$ cat config.mk
export PLATFORM = sky130hd
export DESIGN_NAME = uart_rx_holding
export DESIGN_NICKNAME = d
export VERILOG_FILES = /design/src/rtl/uart_rxq_pkg.sv /design/src/rtl/uart_rxq_store.sv /design/src/rtl/uart_rxq_ctrl.sv /design/src/rtl/uart_rx_holding.sv
export SDC_FILE = /design/constraint.sdc
export NUM_CORES = 1
export LEC_CHECK = 0
export ABC_CLOCK_PERIOD_IN_PS = 3000
export BUFFER_PORTS_ARGS = -buffer_cell sky130_fd_sc_hd__clkbuf_2
export CAP_MARGIN = 15
export CORE_ASPECT_RATIO = 0.5
export CORE_MARGIN = 2
export CORE_UTILIZATION = 45
export CTS_BUF_LIST = sky130_fd_sc_hd__clkbuf_4
export DETAILED_ROUTE_END_ITERATION = 7
export HOLD_SLACK_MARGIN = 0.05
export PLACE_DENSITY_LB_ADDON = 0.15
export SYNTH_ARGS = -nofsm -noshare
export SYNTH_HDL_FRONTEND = slang
export SYNTH_SLANG_ARGS = --single-unit
$ cat constraint.sdc
create_clock -name clk -period 3 [get_ports clk]
set_input_delay 0.3 -clock clk [delete_from_list [all_inputs] [get_ports clk]]
set_output_delay 0.3 -clock clk [all_outputs]
set_load 0.005 [all_outputs]
$ cat src/rtl/uart_rxq_pkg.sv
package uart_rxq_pkg;
    // interrupt threshold select encodings
    localparam logic [1:0] ISEL_FULL  = 2'b11;
    localparam logic [1:0] ISEL_THREE = 2'b10;
endpackage

$ cat src/rtl/uart_rxq_store.sv
module uart_rxq_store #(
    parameter int WIDTH = 8,
    parameter int DEPTH = 4,
    localparam int PW = (DEPTH > 1) ? $clog2(DEPTH) : 1,
    localparam int CW = $clog2(DEPTH + 1)
) (
    input  logic             clk,
    input  logic             rst_n,
    input  logic             push,
    input  logic             pop,
    input  logic             flush,
    input  logic [WIDTH-1:0] din,
    output logic [WIDTH-1:0] dout,
    output logic [CW-1:0]    count
);
    typedef struct packed {
        logic [DEPTH-1:0][WIDTH-1:0] mem;
        logic [PW-1:0]               wr;
        logic [PW-1:0]               rd;
        logic [CW-1:0]               cnt;
    } store_t;

    store_t st_d, st_q;

    function automatic logic [PW-1:0] bump(input logic [PW-1:0] p);
        return (p == PW'(DEPTH - 1)) ? '0 : p + PW'(1);
    endfunction

    always_comb begin
        st_d = st_q;
        if (flush) begin
            st_d.wr  = '0;
            st_d.rd  = '0;
            st_d.cnt = '0;
        end else begin
            if (push) begin
                st_d.mem[st_q.wr] = din;
                st_d.wr           = bump(st_q.wr);
            end
            if (pop) begin
                st_d.rd = bump(st_q.rd);
            end
            st_d.cnt = st_q.cnt + CW'(push) - CW'(pop);
        end
    end

    always_ff @(posedge clk or negedge rst_n) begin
        if (!rst_n) begin
            st_q <= '0;
        end else begin
            st_q <= st_d;
        end
    end

    assign dout  = st_q.mem[st_q.rd];
    assign count = st_q.cnt;

    // occupancy never passes the capacity
    a_r1_no_overflow: assert property (@(posedge clk) disable iff (!rst_n)
        st_q.cnt <= CW'(DEPTH));
    // the controller never writes into a full queue
    a_r1_push_not_full: assert property (@(posedge clk) disable iff (!rst_n)
        push |-> st_q.cnt != CW'(DEPTH));
    // the controller never pops an empty queue
    a_r9_pop_not_empty: assert property (@(posedge clk) disable iff (!rst_n)
        pop |-> st_q.cnt != '0);
endmodule

$ cat src/rtl/uart_rxq_ctrl.sv
module uart_rxq_ctrl
    import uart_rxq_pkg::*;
#(
    parameter int DEPTH = 4,
    localparam int CW = $clog2(DEPTH + 1),
    localparam int THREE_Q = (DEPTH * 3) / 4
) (
    input  logic          clk,
    input  logic          rst_n,
    input  logic          char_done,
    input  logic          rd_pop,
    input  logic          ovf_clear,
    input  logic [1:0]    isel,
    input  logic          frame_active,
    input  logic [CW-1:0] count,
    output logic          push,
    output logic          pop,
    output logic          flush,
    output logic          ovf_flag,
    output logic          irq,
    output logic          rx_idle
);
    typedef struct packed {
        logic ovf;
        logic irq;
        logic idle;
    } ctl_t;

    ctl_t cs_d, cs_q;
    logic          full;
    logic          hit;
    logic [CW:0]   after;

    always_comb begin
        full  = (count == CW'(DEPTH));
        flush = ovf_clear;
        push  = !ovf_clear && char_done && !cs_q.ovf && !full;
        pop   = !ovf_clear && rd_pop && (count != '0);
        after = {1'b0, count} + (CW+1)'(push) - (CW+1)'(pop);
        case (isel)
            ISEL_FULL:  hit = (after == (CW+1)'(DEPTH));
            ISEL_THREE: hit = (after == (CW+1)'(THREE_Q));
            default:    hit = 1'b1;
        endcase

        cs_d      = cs_q;
        cs_d.idle = !frame_active;
        cs_d.irq  = push && hit;
        if (ovf_clear) begin
            cs_d.ovf = 1'b0;
        end else if (char_done && !cs_q.ovf && full) begin
            cs_d.ovf = 1'b1;
        end
    end

    always_ff @(posedge clk or negedge rst_n) begin
        if (!rst_n) begin
            cs_q <= '{ovf: 1'b0, irq: 1'b0, idle: 1'b1};
        end else begin
            cs_q <= cs_d;
        end
    end

    assign ovf_flag = cs_q.ovf;
    assign irq      = cs_q.irq;
    assign rx_idle  = cs_q.idle;

    // overrun only rises from a character arriving at a full queue
    a_r6_ovf_cause: assert property (@(posedge clk) disable iff (!rst_n)
        $rose(ovf_flag) |-> ($past(char_done) && $past(count) == CW'(DEPTH)));
    // nothing is stored while the flag stands
    a_r7_no_store: assert property (@(posedge clk) disable iff (!rst_n)
        (ovf_flag && !ovf_clear) |-> !push);
    // a clear leaves the flag down and the queue empty
    a_r8_clear: assert property (@(posedge clk) disable iff (!rst_n)
        ovf_clear |=> (!ovf_flag && count == '0));
    // every interrupt follows a character strobe
    a_r5_irq_cause: assert property (@(posedge clk) disable iff (!rst_n)
        irq |-> $past(char_done));
    // in full mode an interrupt means the queue is full
    a_r3_full_irq: assert property (@(posedge clk) disable iff (!rst_n)
        (irq && $past(isel) == ISEL_FULL) |-> count == CW'(DEPTH));
    // an active frame shows as not idle one cycle later
    a_r10_busy: assert property (@(posedge clk) disable iff (!rst_n)
        frame_active |=> !rx_idle);
endmodule

$ cat src/rtl/uart_rx_holding.sv
module uart_rx_holding #(
    parameter int WIDTH = 8,
    parameter int DEPTH = 4,
    localparam int CW = $clog2(DEPTH + 1)
) (
    input  logic             clk,
    input  logic             rst_n,
    input  logic             char_done,
    input  logic [WIDTH-1:0] char_byte,
    input  logic             rd_pop,
    input  logic             ovf_clear,
    input  logic [1:0]       isel,
    input  logic             frame_active,
    output logic [WIDTH-1:0] rd_data,
    output logic             data_avail,
    output logic             ovf_flag,
    output logic             rx_idle,
    output logic             irq
);
    logic          push, pop, flush;
    logic [CW-1:0] count;

    uart_rxq_ctrl #(.DEPTH(DEPTH)) u_ctrl (
        .clk          (clk),
        .rst_n        (rst_n),
        .char_done    (char_done),
        .rd_pop       (rd_pop),
        .ovf_clear    (ovf_clear),
        .isel         (isel),
        .frame_active (frame_active),
        .count        (count),
        .push         (push),
        .pop          (pop),
        .flush        (flush),
        .ovf_flag     (ovf_flag),
        .irq          (irq),
        .rx_idle      (rx_idle)
    );

    uart_rxq_store #(.WIDTH(WIDTH), .DEPTH(DEPTH)) u_store (
        .clk   (clk),
        .rst_n (rst_n),
        .push  (push),
        .pop   (pop),
        .flush (flush),
        .din   (char_byte),
        .dout  (rd_data),
        .count (count)
    );

    assign data_avail = (count != '0);

    // data_avail drops only through a pop of the last byte or a clear
    a_r2_avail_drop: assert property (@(posedge clk) disable iff (!rst_n)
        $fell(data_avail) |-> ($past(rd_pop) || $past(ovf_clear)));
endmodule

# --- Word level (Yosys, flattened, before mapping) ---
# Cells that the tools add are included.
word_totals:
  reg_bits: 42
  word_cells: 58
  in_bits: 16
op_classes:
  n_eq_ne: 7
  n_bitwise: 1
  addsub: 6
  reduce_logical: 18
  mux: 13
  n_lt_le_gt_ge: 3
ops:
  columns: ["op", "count"]
  rows:
  - ["$bwmux 32", 1]
  - ["$bmux 8 s2", 1]
  - ["$demux 8 s2", 1]
  - ["$mux 8", 2]
  - ["$logic_and 1x1->1", 9]
  - ["$eq 2x2->1 const B", 4]
  - ["$mux 2", 4]
  - ["$mux 7", 1]
  - ["$lt 2x3->1 const B", 2]
  - ["$reduce_bool 2->1", 3]
  - ["$add 2x1->2 const B", 2]
  - ["$add 3x1->4", 1]
  - ["$eq 4x2->1 const B", 1]
  - ["$eq 4x3->1 const B", 1]
  - ["$logic_not 1->1", 4]
  - ["$sub 4x1->4", 1]
  - ["$add 3x1->3", 1]
  - ["$eq 3x3->1 const B", 1]
  - ["$reduce_bool 3->1", 1]
  - ["$sub 3x1->3", 1]
  - ["$ge 2x1->1 const B", 1]
  - ["$mux 1", 2]
  - ["$pmux 1 s2", 1]
  - ["$reduce_and 2->1", 1]
  - ["$not 1->1", 1]

# --- Logic depth before layout (Yosys ltp) ---
logic_depth:
  word_depth: 9
  ltp_mapped: 12
  mapped_depth_nobuf: 12

# --- Cells and area by module ---
# A second synthesis with hierarchy kept.
unflattened:
  hier_cells: 149
  hier_area_um2: 2219.6
modules_own_cells:
  columns: ["module", "cells_per_inst", "area_per_inst_um2", "seq_area_each_um2", "n_inst"]
  rows:
  - ["uart_rxq_store", 117, 1886.8, 975.9, 1]
  - ["uart_rxq_ctrl", 31, 326.6, 76.3, 1]
  - ["uart_rx_holding", 1, 6.3, 0.0, 1]

# --- Worst setup path after synthesis ---
# OpenSTA, ideal clock, no wires.
synth_timing:
  path_kind: "reg-to-reg"
  start: "register u_store.st_q (netlist bit u_store.count[1])"
  end: "register u_ctrl.cs_q (netlist bit u_ctrl.irq)"
  path_buffers: 0
  setup_ns: 0.128
  required_ns: 2.872
  arrival_ns: 2.439
  slack_ns: 0.433
  path_stages_with_launch: 13
  path_cell_list: "dfrtp_1 or3_1 nand2_1 nor2_1 ha_1 inv_1 ha_1 inv_1 fa_1 nor2_1 and3_1 o21ai_0 o22ai_1"
synth_lines:
  columns: ["item", "line", "source"]
  rows:
  - ["start, declared", "uart_rxq_store.sv:23", "store_t st_d, st_q;"]
  - ["start signal, assigned", "uart_rxq_store.sv:51", "st_q <= st_d;"]
  - ["end signal, assigned", "uart_rxq_ctrl.sv:58", "cs_q <= '{ovf: 1'b0, irq: 1'b0, idle: 1'b1};"]
  - ["end signal, assigned", "uart_rxq_ctrl.sv:60", "cs_q <= cs_d;"]
  - ["end, declared", "uart_rxq_ctrl.sv:29", "ctl_t cs_d, cs_q;"]

==> summary.txt <==
Run status
  – Status: finished clean

Final layout
  – Sequential cell area: 0.00105 mm2
  – Area occupied by multi-input gates: 0.00103 mm2
  – Filler Cells Inserted: 407
  – Area grow syn2layout: 14.2%
  – Net count reported at finish: 201
  – Post-layout utilization of the core: 0.546
  – Layout cells sized above 1: 0.483
  – Count of antenna diodes in the layout: 0

Routing
  – Length of the first detailed-routing pass in iterations: 5
  – Remaining DRCs: 0
  – Detailed router's first-iteration violation count: 28
  – Final WL: 3.59 mm
  – Routed via count divided by cell count: 4.97
  – Via count: 1202
  – Remaining antenna violation count: 0
  – WL/cell: 14.8 um

STA
  – Fraction of the cycle the final worst path needs: 0.904
  – Hold Slack: 148 ps
  – Number of hold violations in the final report: 0
  – Final number of max-transition violations: 0
  – Min cycle time layout: 2710 ps
  – Setup clock skew after layout: 13.8 ps
  – Transition time at the pin with the least slew margin: 641 ps
  – Unrepaired setup endpoints after global routing: false
  – Sum of negative setup slack: 0 ps
  – Final setup fails: 0
  – Fmax: 369 MHz
  – Max-slew headroom: 0.572
  – Setup WS post-layout: 287 ps

Power and ir drop
  – Final total power: 2.17 mW
  – Leak: 1.21 nW
  – Pwr per Cell Area: 883 mW/mm2
  – Worst VDD drop: 381 uV

Clocking
  – Number of buffers inserted during clock tree synthesis: 5
  – Latest clock arrival within the worst-skew pair: 360 ps
  – Root buffer cell: clkbuf_4
  – Count of buffers added by post-CTS timing repair for setup: 0
  – Maximum root-to-sink buffer count: 2
  – Worst-path clk slew: 120 ps
  – # clock sinks: 42
  – # resized after CTS: 0
  – CTS tree: done
  – H-tree level count: 2

Setup path
  – Worst Path Buf+Inv: 2
  – Worst R2R Setup Slack: 290 ps
  – CP Data Arrival Time: 2950 ps
  – Worst r2r path cells: 12
  – Type of the worst setup path: flop to flop
  – Endpoint required time on the critical path: 3240 ps
  – Critical-path cell list: or3_1 > nand2_1 > nor2_1 > ha_1 > inv_1 > ha_1 > inv_1 > fa_1 > nor2_1 > and3_1 > o21ai_0 > o22ai_1
  – Type of destination of the critical path: flop
  – Cell family with most CP delay: adder cells
  – Delay of the slowest cell on the worst path: 520 ps
  – Largest driver fanout on the critical path: 5
  – Crit Reg-Reg Startpoint: u_store.count[1]$_DFF_PN0_
  – Slowest library cell on the worst path: fa_1
  – RR Endpoint: u_ctrl.irq$_DFF_PN0_
  – Startpoint class of the critical path: flop

Global route
  – Global Route Usage Sum: 0.153
  – Vias in the first global route: 1202
  – Antenna violations before repair: 0
  – Global-route wire length before repair: 6.05 mm
  – Pin count of the biggest net entering global routing: 43
  – Global route overflow: 0

Yosys
  – Ys async rst share: 1.00
  – Warnings, synthesis: 0
  – Synth cell count leaders: 41 x dfrtp_1, 24 x mux2_4, 10 x inv_1
  – FF+latch count, synth: 42
  – Unique masters post-synth: 30
  – Ranking of synthesized cells by area: dfrtp_1 48%, mux2_4 17%, mux4_2 8.4%
  – Cell accounting for the most synthesized area: dfrtp_1
  – Sequential element share of the synthesized area: 0.488
  – Post-synthesis instance total: 141
  – Dominant cell by count in the synthesized netlist: dfrtp_1
  – Post-synthesis instance area: 0.00216 mm2
  – Mapped Nets: 167
  – Post-synth top area share: 0.476
  – Primary flip-flop cell chosen by synthesis mapping: dfrtp_1
  – Synthesized area divided by synthesized cell count: 15.3 um2
  – EDFF count, synth: 0

Placement
  – Total half-perimeter wirelength after legalization and detailed placement: 2.41 mm
  – IO Port Bufs: 27
  – Pre-CTS setup slack: 306 ps
  – Gpl congestion: 0.807

Job
  – Max-cap violations: 0

Floorplan
  – Area inside the core boundary: 0.00451 mm2
  – Number of placement rows: 17
  – I/O Pins: 28
  – Horizontal die dimension: 102 um
  – DIE AREA: 0.00539 mm2
  – Effective utilization at floorplan: 0.478
  – Height of the die: 52.9 um

Min path
  – Worst hold-check path type: primary input to flop
  – HP Start: isel[1]
  – Terminating pin of the worst hold path: u_ctrl.irq$_DFF_PN0_
  – Worst hold stages: 2
per-stage QoR:
stage / std cells / cell area, um2
5_1_grt: 242 / 2460
3_5_place_dp: 231 / 2340
4_1_cts: 240 / 2430
6_report: 242 / 2460
2_1_floorplan: 141 / 2160
3_3_place_gp: 231 / 2340
where the power goes:
| group | leakage [nW] | internal [mW] | switching [mW] |
|---|---|---|---|
| combinational | 0.630 | 0.544 | 0.299 |
| clock | 0.0456 | 0.177 | 0.195 |
| sequential | 0.533 | 0.795 | 0.163 |
final cells by class:
cell class	instances	share of cell area
repair buffers	31	0.0742
flip-flops and latches	42	0.427
multi-input cells	85	0.417
well taps	66	0.0335
clock inverters	3	0.0178
clock buffers	5	0.0152
inverters	10	0.0152
cell usage in the layout (no fill, tap or decap), types with 4 or more instances in the layout:
cell type,netlist,final
a21oi_1,4,4
clkbuf_2,0,27
clkbuf_4,0,5
dfrtp_1,41,41
ha_1,9,9
inv_1,10,10
mux2_2,8,8
mux2_4,24,24
mux4_2,8,8
nand2_1,6,6
nor2_1,6,6
sequential cells by signal (all words and copies together) (netlist names):
signal and cells:
u_store.st_q 36, u_store.count 3, u_ctrl.irq 1, u_ctrl.ovf_flag 1, u_ctrl.rx_idle 1
worst max-delay path by stage:
stage | from | to | slack [ps] | cells past startpoint
2_1_floorplan | u_store.count[1]$_DFF_PN0_ | u_ctrl.irq$_DFF_PN0_ | 430 | 12
3_3_place_gp | u_store.count[1]$_DFF_PN0_ | u_ctrl.irq$_DFF_PN0_ | 350 | 12
3_5_place_dp | u_store.count[1]$_DFF_PN0_ | u_ctrl.irq$_DFF_PN0_ | 310 | 12
4_1_cts | u_store.count[1]$_DFF_PN0_ | u_ctrl.irq$_DFF_PN0_ | 290 | 12
5_1_grt | u_store.count[1]$_DFF_PN0_ | u_ctrl.irq$_DFF_PN0_ | 20 | 12
6_report | u_store.count[1]$_DFF_PN0_ | u_ctrl.irq$_DFF_PN0_ | 290 | 12
routing by layer:
metal	routed length (um)	part of all wire	global-route usage
met3	152	0.042	0.0449
met5	0	0	0
met1	1760	0.49	0.204
met4	16	0.0045	0.0400
met2	1660	0.46	0.247
kinds of logic after synthesis:
kind of cell | synth area share
simple gates | 0.0888
flops | 0.488
buf+inv | 0.0360
fa+ha+maj | 0.0615
compound gates | 0.0250
xor+xnor | 0.00813
mux | 0.293
what timing repair did:
action                                 in CTS  in global routing
endpoints found under the hold margin       1                 20
hold buffers                                1                  1
setup endpoints to repair                   0                  0
Note: power is estimated with default switching activity, not from simulation.
